`src/rtl/soft_mute_ramp.sv`:
```
module soft_mute_ramp #(
  parameter int SAMPLE_W    = 24,
  parameter int LEVEL_W     = 8,
  parameter int STEP_FRAMES = 4
) (
  input  logic                       clk,
  input  logic                       rst_n,
  input  logic                       frame_tick,
  input  logic                       mute_pin,
  input  logic                       mute_bit,
  input  logic [LEVEL_W-1:0]         atten_level,
  input  logic signed [SAMPLE_W-1:0] sample_in,
  output logic [LEVEL_W-1:0]         gain_idx,
  output logic signed [SAMPLE_W-1:0] sample_out,
  output logic                       ramping,
  output logic                       muted
);
  localparam int PRE_W  = (STEP_FRAMES > 1) ? $clog2(STEP_FRAMES) : 1;
  localparam int PROD_W = SAMPLE_W + LEVEL_W + 1;
  localparam logic [PRE_W-1:0] PRE_LAST = PRE_W'(STEP_FRAMES - 1);

  logic               mute_req;
  logic [LEVEL_W-1:0] target;
  logic [LEVEL_W-1:0] idx;
  logic [PRE_W-1:0]   pre;
  logic               step_due;

  assign mute_req = mute_pin | mute_bit;
  assign target   = mute_req ? '0 : atten_level;
  assign ramping  = (idx != target);
  assign muted    = mute_req && (idx == '0);
  assign step_due = frame_tick && ramping && (pre == PRE_LAST);
  assign gain_idx = idx;

  always_ff @(posedge clk or negedge rst_n) begin
    if (!rst_n) begin
      idx <= '0;
      pre <= '0;
    end else if (!ramping) begin
      pre <= '0;
    end else if (frame_tick) begin
      if (step_due) begin
        pre <= '0;
        idx <= (idx < target) ? idx + 1'b1 : idx - 1'b1;
      end else begin
        pre <= pre + 1'b1;
      end
    end
  end

  logic signed [PROD_W-1:0] s_ext, g_ext, prod, biased;

  assign s_ext  = PROD_W'(sample_in);
  assign g_ext  = signed'(PROD_W'(idx));
  assign prod   = s_ext * g_ext;
  assign biased = prod + (prod[PROD_W-1] ? PROD_W'((1 << LEVEL_W) - 1) : '0);
  assign sample_out = SAMPLE_W'(biased >>> LEVEL_W);

  a_r2_single_step: assert property (@(posedge clk) disable iff (!rst_n)
    1'b1 |=> (idx == $past(idx)) || (idx == $past(idx) + 1'b1) || (idx == $past(idx) - 1'b1));

  a_r2_hold_without_tick: assert property (@(posedge clk) disable iff (!rst_n)
    !frame_tick |=> $stable(idx));

  a_r8_idle_holds: assert property (@(posedge clk) disable iff (!rst_n)
    !ramping |=> $stable(idx));

  a_r10_mute_moves_down: assert property (@(posedge clk) disable iff (!rst_n)
    mute_req |=> idx <= $past(idx));

  a_r7_zero_output: assert property (@(posedge clk) disable iff (!rst_n)
    (idx == '0) |-> (sample_out == '0));

  a_r6_no_gain_positive: assert property (@(posedge clk) disable iff (!rst_n)
    (sample_in >= 0) |-> (sample_out >= 0 && sample_out <= sample_in));

  a_r6_no_gain_negative: assert property (@(posedge clk) disable iff (!rst_n)
    (sample_in < 0) |-> (sample_out <= 0 && sample_out >= sample_in));
endmodule

```
`config.mk`:
```
export PLATFORM = sky130hd
export DESIGN_NAME = soft_mute_ramp
export DESIGN_NICKNAME = d
export VERILOG_FILES = /design/src/rtl/soft_mute_ramp.sv
export SDC_FILE = /design/constraint.sdc
export NUM_CORES = 1
export LEC_CHECK = 0
export CORE_ASPECT_RATIO = 0.6
export CORE_UTILIZATION = 40
export DETAILED_ROUTE_END_ITERATION = 8
export DONT_BUFFER_PORTS = 1
export HOLD_SLACK_MARGIN = 0.12
export PLACE_DENSITY = 0.51
export SYNTH_ARGS = -nofsm -noshare
export SYNTH_HDL_FRONTEND = slang
export SYNTH_SLANG_ARGS = --single-unit
```
`constraint.sdc`:
```
create_clock -name clk -period 14.5 [get_ports clk]
set_input_delay 2.9 -clock clk [delete_from_list [all_inputs] [get_ports clk]]
set_output_delay 2.9 -clock clk [all_outputs]
set_load 0.005 [all_outputs]
```
# ---- Word level (Yosys, flattened, before mapping)
# Index checks and enable logic that the tools add are counted.
dict set report op_classes {
  muxes 6
  n_mul 1
  magnitude_cmp 1
  n_reduce_logical 5
  bitwise 1
  n_eq_ne 3
  addsub 4
}
# op count
set op_table {}
lappend op_table {{$mul A24 B9 Y33} 1}
lappend op_table {{$add A32 B8 Y32} 1}
lappend op_table {{$mux W8} 3}
lappend op_table {{$add A8 B1 Y8 const B} 1}
lappend op_table {{$logic_not A8 Y1} 1}
lappend op_table {{$lt A8 B8 Y1} 1}
lappend op_table {{$ne A8 B8 Y1} 1}
lappend op_table {{$sub A8 B1 Y8 const B} 1}
lappend op_table {{$mux W2} 3}
lappend op_table {{$logic_and A1 B1 Y1} 3}
lappend op_table {{$reduce_and A3 Y1} 1}
lappend op_table {{$add A2 B1 Y2 const B} 1}
lappend op_table {{$eq A2 B2 Y1 const B} 1}
lappend op_table {{$ne A2 B2 Y1 const B} 1}
lappend op_table {{$or A1 B1 Y1} 1}
dict set report word_totals {
  wordCells 23
  ff_bits 10
  output_inout_bits 34
}

# ---- Longest topological paths before layout
# Gate-level depths: netlist (run 1).
dict set report depth {
  ltp_word 8
  ltp_mapped 23
}

# ---- Least setup slack after synthesis (run 1)
# No wires, ideal clock.
dict set report synth_timing {
  path_kind {input to output}
  startpoint {input sample_in[6]}
  endpoint {output sample_out[21]}
  path_buffers 0
  slack_ns 3.705
  cell_stages 18
  t_required_ns 11.600
  arrival_ns 7.895
  cell_sequence {and2_1 > fa_1 > fa_1 > fa_1 > inv_1 > fa_1 > inv_1 > ha_1 > a21oi_2 > o21ai_1 > a221oi_2 > a211oi_1 > o41ai_1 > xor2_1 > or4_4 > nor4_4 > nand4_1 > xor2_1}
}
dict set report synth_via {
  elab_chain_cells 3
}
# item line
set synth_rtl {}
lappend synth_rtl {{start, declared} 12} ;# input logic signed [SAMPLE_W-1:0] sample_in,
lappend synth_rtl {{$mul A24 B9 Y33 (*)} 55} ;# assign prod = s_ext * g_ext;
lappend synth_rtl {{$mux W8} 56} ;# assign biased = prod + (prod[PROD_W-1] ? PROD_W'((1 << LEVEL_W) - 1) : '0);
lappend synth_rtl {{$add A32 B8 Y32 (*)} 56}
lappend synth_rtl {{end, declared} 14} ;# output logic signed [SAMPLE_W-1:0] sample_out,
# Mark *: on every way between the ends. The rest lies on a longest branch, timed or not.

# ---- Worst setup path in the final report (run 1)
dict set report layout_timing {
  startpoint {input sample_in[6]}
  endpoint {output sample_out[23]}
}
# The elaborated chain is that of the path after synthesis.

==> reports/metrics.cfg, run 1 <==
[clocking]
clockBufferDepth = 2
ctsHoldBuffers = 0
cts.repair.resized = 0
clock-sinks = 10
htreeDepth = 1
worstSkewPairLatency_ns = 0.23
cts_tree = built
cts-root-buf = clkbuf_16
cts_buffers = 3
post-cts-setup-buffers = 0
clkSlewWorstSetupHoldPaths_ns = 0.04

[timing]
finalHoldViolCount = 0
tightest_slew_ns = 0.834
fin_crit_ns = 11.39
drv_slew = 0
slew_headroom_pct = 43.8
rsz0062_at_grt = false
finalCritPeriodShare_pct = 78.6
fmax_mhz = 87.8
setup_violations = 0
final.setup.tns_ns = 0
finClkSkew_ns = 0.000375

[setup_path]
endpoint_kind = output port
critPathRequiredTime_ns = 11.60
cp_slowest_cell = nor3_1
worst_path_most_repeated_cell = fa_1
crit_path_cell_trace = and2_1 > fa_1 > fa_1 > fa_1 > inv_1 > fa_1 > inv_1 > ha_1 > a21oi_2 > o21ai_1 > a221oi_2 > a21oi_1 > nor3_1 > nand2_1 > or4_4 > nor4_4 > nand4_1 > xnor2_1
start_kind = primary input
slowest_delay_ns = 0.61
cp_max_fo = 8
crit_arrival_ns = 8.49
path_class = primary input to output port

[global_route]
grt_pass1_wl_um = 36000
grt_max_degree = 30
grt_usage_pct = 21.0
overflow = 0
antenna_found_initial = 0
grt_pass1_vias = 6785

[logic_synthesis]
syn_avg_cell_area_sq_um = 8.30
netlist.area_leader.share_pct = 36.4
synth_area_sq_um = 8310
yosys_warnings = 0
ys_ff_latch = 10
synth_top_cell_by_area = fa_1
synthXorXnorAreaFrac_pct = 5.36
syn-instance-count = 1001
synth_compound_area_share_pct = 9.50
synth_top_family_by_area = adder cells
async_reset_ff_share_pct = 100
synth-edff-count = 0
synthSimpleGateAreaFrac_pct = 21.8
synthTopCellsByArea = fa_1, ha_1, inv_1, and2_1, nand2_1
synth_nets = 1270
synthAdderAreaFrac_pct = 48.6
ys_seq_area_share_pct = 3.01
synth_flop_cell = dfrtp_1
ys_types = 60
muxShareOfSynthArea_pct = 0.648

[floorplanning]
die_height_um = 114
ios = 71
rows = 40
core_sq_um = 20200
dieArea_sq_um = 21400
start_util_pct = 41.2
die_x_um = 188

[final_layout]
n_antenna_cell = 0
layout-drive-gt1-share_pct = 4.24
layout.nets = 1262
final_common_cell = inv_1
layout_common_cells = inv_1, fa_1, nand2_1, and2_1, ha_1
area_delta_synth_final_pct = 4.84

[route]
drt_iter0_drc = 313
drt-wirelength-per-cell_um = 16.1
drcViolationCount = 0
drtPass1Iterations = 4
drt-vias-per-instance = 4.96
wirelength_um = 20400
ant_nets = 0
vias = 6273

[placed_design]
io_buffers = 0
place_congestion = 0.823
dp_hpwl_um = 17200

[run_status]
outcome = completed

[worst_hold_path]
min_path_type = flip-flop to flip-flop

[run]
drv_cap = 0

-- synth_stat cells, drive strengths merged (3+ instances only) --
library cell and n:
inv 224, fa 151, nand2 125, and2 115, ha 81, a21oi 40
xnor2 31, nor2 27, o21ai 26, clkbuf 20, xor2 19, nand3 18
nor3 14, a21o 12, dfrtp 10, nand4 7, o21a 6, o21bai 6
a211oi 5, and3 5, nand2b 5, or2 5, or4 5, nor4 4
a21boi 3, a221o 3, a31oi 3, and4 3, mux2 3, or3 3
-- routing by layer --
| metal | GRT usage (%) | vias up | part of all wire [%] |
|---|---|---|---|
| li1 | - | 3074 | - |
| met1 | 32.6 | 3113 | 54 |
| met2 | 33.2 | 82 | 42 |
| met3 | 1.60 | 4 | 3.4 |
| met4 | 1.03 | 0 | 0.38 |
| met5 | 0 | - | 0 |
-- worst max-delay path: cells and delay by family --
family	cells	cell delay [ns]
buffers and inverters	2	0.09
and+or+nand+nor	6	1.91
AOI/OAI and AO/OA	4	0.84
xor gates and xnor gates	1	0.27
adders and majority gates	5	2.45
-- stage by stage --
stage                     std cells  cell area (sq um)  worst slack (ns)  hold WS (ns)  utilization (%)
after floorplan                1001               8310              3.71         0.490                -
after global routing           1264               8710              2.65         0.536             43.2
final                          1264               8710              3.11         0.521             43.2
after CTS                      1264               8710              3.06         0.521             43.2
after detailed placement       1261               8630              3.06         0.512             42.8
after global placement         1261               8630              3.12         0.510             42.8
-- flip-flops by register name, summed over array words and instances, names as in the netlist --
| register | count |
|---|---|
| pre | 2 |
| gain_idx | 8 |
-- cell type report --
type | count | area, sq um
Sequential cell | 10 | 250
Tap cell | 273 | 342
Clock buffer | 3 | 75.1
Fill cell | 2070 | 11500
Inverter | 224 | 841
Timing Repair Buffer | 9 | 67.6
Multi-Input combinational cell | 745 | 7130
-- path summary, 6_finish.rpt --
check | from | to | slack (ns) | cells past startpoint
min reg2reg | gain_idx[6]$_DFFE_PN0P_ | gain_idx[6]$_DFFE_PN0P_ | 0.52 | 2
min | gain_idx[6]$_DFFE_PN0P_ | gain_idx[6]$_DFFE_PN0P_ | 0.52 | 2
max in group asynchronous | rst_n | gain_idx[1]$_DFFE_PN0P_ | 12.07 | 0
max | sample_in[6] | sample_out[23] | 3.11 | 18
min in group asynchronous | rst_n | pre[1]$_DFFE_PN0P_ | 2.36 | 0
max reg2reg | gain_idx[1]$_DFFE_PN0P_ | gain_idx[7]$_DFFE_PN0P_ | 10.49 | 18
-- kinds of logic after synthesis --
kind of cell | after synthesis
buffers and inverters | 246
muxes | 5
and+or+nand+nor | 344
adders and majority gates | 232
xor gates and xnor gates | 50
AOI/OAI and AO/OA | 114
DFF | 10
Power of run 1 is not shown: default switching activity piles up to over one toggle a cycle in this logic, so the estimate is an artifact.
==> run 2: changes to the inputs <==
--- a/config.mk
+++ b/config.mk
@@ -10,7 +10,7 @@
 export DETAILED_ROUTE_END_ITERATION = 8
 export DONT_BUFFER_PORTS = 1
 export HOLD_SLACK_MARGIN = 0.12
-export PLACE_DENSITY = 0.51
+export PLACE_DENSITY = 0.53
 export SYNTH_ARGS = -nofsm -noshare
 export SYNTH_HDL_FRONTEND = slang
 export SYNTH_SLANG_ARGS = --single-unit
==> constraint.sdc (replaced) <==
create_clock -name clk -period 10.3 [get_ports clk]
set_input_delay 2.06 -clock clk [delete_from_list [all_inputs] [get_ports clk]]
set_output_delay 2.06 -clock clk [all_outputs]
set_load 0.005 [all_outputs]
==> run 2 against run 1 <==
Against the previous run:
- register-to-register slack got worse by 4.1 ns
- global-route usage shrank 0.95 points
- highest routed layer unchanged
- clock skew grew 0.0038 ns
==> reports/metrics.cfg, run 2 (synthesis gave the netlist of run 1 again) <==
[route]
vias = 6221
drcViolationCount = 0
drt_iter0_drc = 265
wirelength_um = 19700
drt-wirelength-per-cell_um = 15.6
drtPass1Iterations = 5
drt-vias-per-instance = 4.92
ant_nets = 0

[global_route]
antenna_found_initial = 0
overflow = 0
grt_usage_pct = 20.0
grt_pass1_wl_um = 34600
grt_max_degree = 30
grt_pass1_vias = 6652

[timing]
setup_violations = 0
slew_headroom_pct = 32.2
rsz0062_at_grt = false
drv_slew = 0
fin_crit_ns = 9.66
finalCritPeriodShare_pct = 93.8
finClkSkew_ns = 0.00420
fmax_mhz = 104
tightest_slew_ns = 1.02
final.setup.tns_ns = 0
finalHoldViolCount = 0

[worst_hold_path]
min_path_type = flip-flop to flip-flop

[setup_path]
critPathRequiredTime_ns = 8.24
path_class = primary input to output port
endpoint_kind = output port
slowest_delay_ns = 0.59
cp_max_fo = 8
crit_arrival_ns = 7.60
worst_path_most_repeated_cell = fa_1
cp_slowest_cell = or4_4
crit_path_cell_trace = and2_1 > fa_1 > fa_1 > fa_1 > inv_1 > fa_1 > inv_1 > ha_1 > a21oi_1 > o21ai_1 > nand2_1 > a31oi_2 > xor2_2 > nand3_1 > or4_4 > nor4_4 > nand4_1 > xnor2_1
start_kind = primary input

[floorplanning]
die_height_um = 114
die_x_um = 188
rows = 40
dieArea_sq_um = 21400
ios = 71
start_util_pct = 41.2
core_sq_um = 20200

[final_layout]
layout_common_cells = inv_1, fa_1, nand2_1, and2_1, ha_1
final_cells = 1264
layout-drive-gt1-share_pct = 4.24
final_common_cell = inv_1
fillerInstances = 2047
n_antenna_cell = 0
largest_register_ffs = 8
area_delta_synth_final_pct = 4.84
layout.nets = 1262

[clocking]
ctsHoldBuffers = 0
post-cts-setup-buffers = 0
clock-sinks = 10
worstSkewPairLatency_ns = 0.23
clockBufferDepth = 2
cts.repair.resized = 0
clkSlewWorstSetupHoldPaths_ns = 0.04
cts-root-buf = clkbuf_16
htreeDepth = 1
cts_buffers = 3
cts_tree = built

[placed_design]
dp.cells = 1261
dp_hpwl_um = 16700
io_buffers = 0
place_congestion = 0.776

[run]
drv_cap = 0

[run_status]
outcome = completed

## run 2: cell counts in the layout (fill, tap and decap cells not counted)
No cell type changed its count.
## run 2: through the flow
stage	setup slack (ns)	utilization, %	area, sq um	hold WS, ns
5_1_grt	0.211	43.2	8710	0.579
2_1_floorplan	1.19	-	8310	0.490
4_1_cts	0.669	43.2	8710	0.553
3_3_place_gp	0.647	42.8	8630	0.532
3_5_place_dp	0.675	42.8	8630	0.544
6_report	0.641	43.2	8710	0.546
## run 2: critical path: cells and delay by family
family | cells | cell delay [ns]
XOR/XNOR | 2 | 0.56
adder cells (fa/ha/maj) | 5 | 2.48
AO/OA/AOI/OAI | 3 | 0.79
AND/OR/NAND/NOR | 6 | 1.61
buffers and inverters | 2 | 0.09
## run 2: area by class of cell
cell class	count	area, sq um	area share, %
Clock buffer	3	75.1	0.862
Inverter	224	841	9.66
Multi-Input combinational cell	745	7130	81.9
Sequential cell	10	250	2.87
Tap cell	273	342	3.92
Timing Repair Buffer	9	67.6	0.776
## run 2: routing by layer
layer	global-route usage, %	vias to the layer above	part of all wire [%]
met5	0	-	0
met4	0.976	0	0.27
met3	1.17	4	2.3
met2	31.5	77	42
met1	31.5	3065	55
li1	-	3075	-
## run 2: final timing paths
check | endpoint | depth (start not counted) | start | slack, ns
setup / recovery | sample_out[23] | 18 | sample_in[5] | 0.64
hold / removal | pre[1]$_DFFE_PN0P_ | 2 | pre[1]$_DFFE_PN0P_ | 0.55
setup reg to reg | gain_idx[7]$_DFFE_PN0P_ | 18 | gain_idx[1]$_DFFE_PN0P_ | 6.41
hold reg to reg | pre[1]$_DFFE_PN0P_ | 2 | pre[1]$_DFFE_PN0P_ | 0.55
max in group asynchronous | gain_idx[3]$_DFFE_PN0P_ | 0 | rst_n | 8.71
min in group asynchronous | pre[1]$_DFFE_PN0P_ | 0 | rst_n | 1.52
Power of run 2 is left out for the same reason.
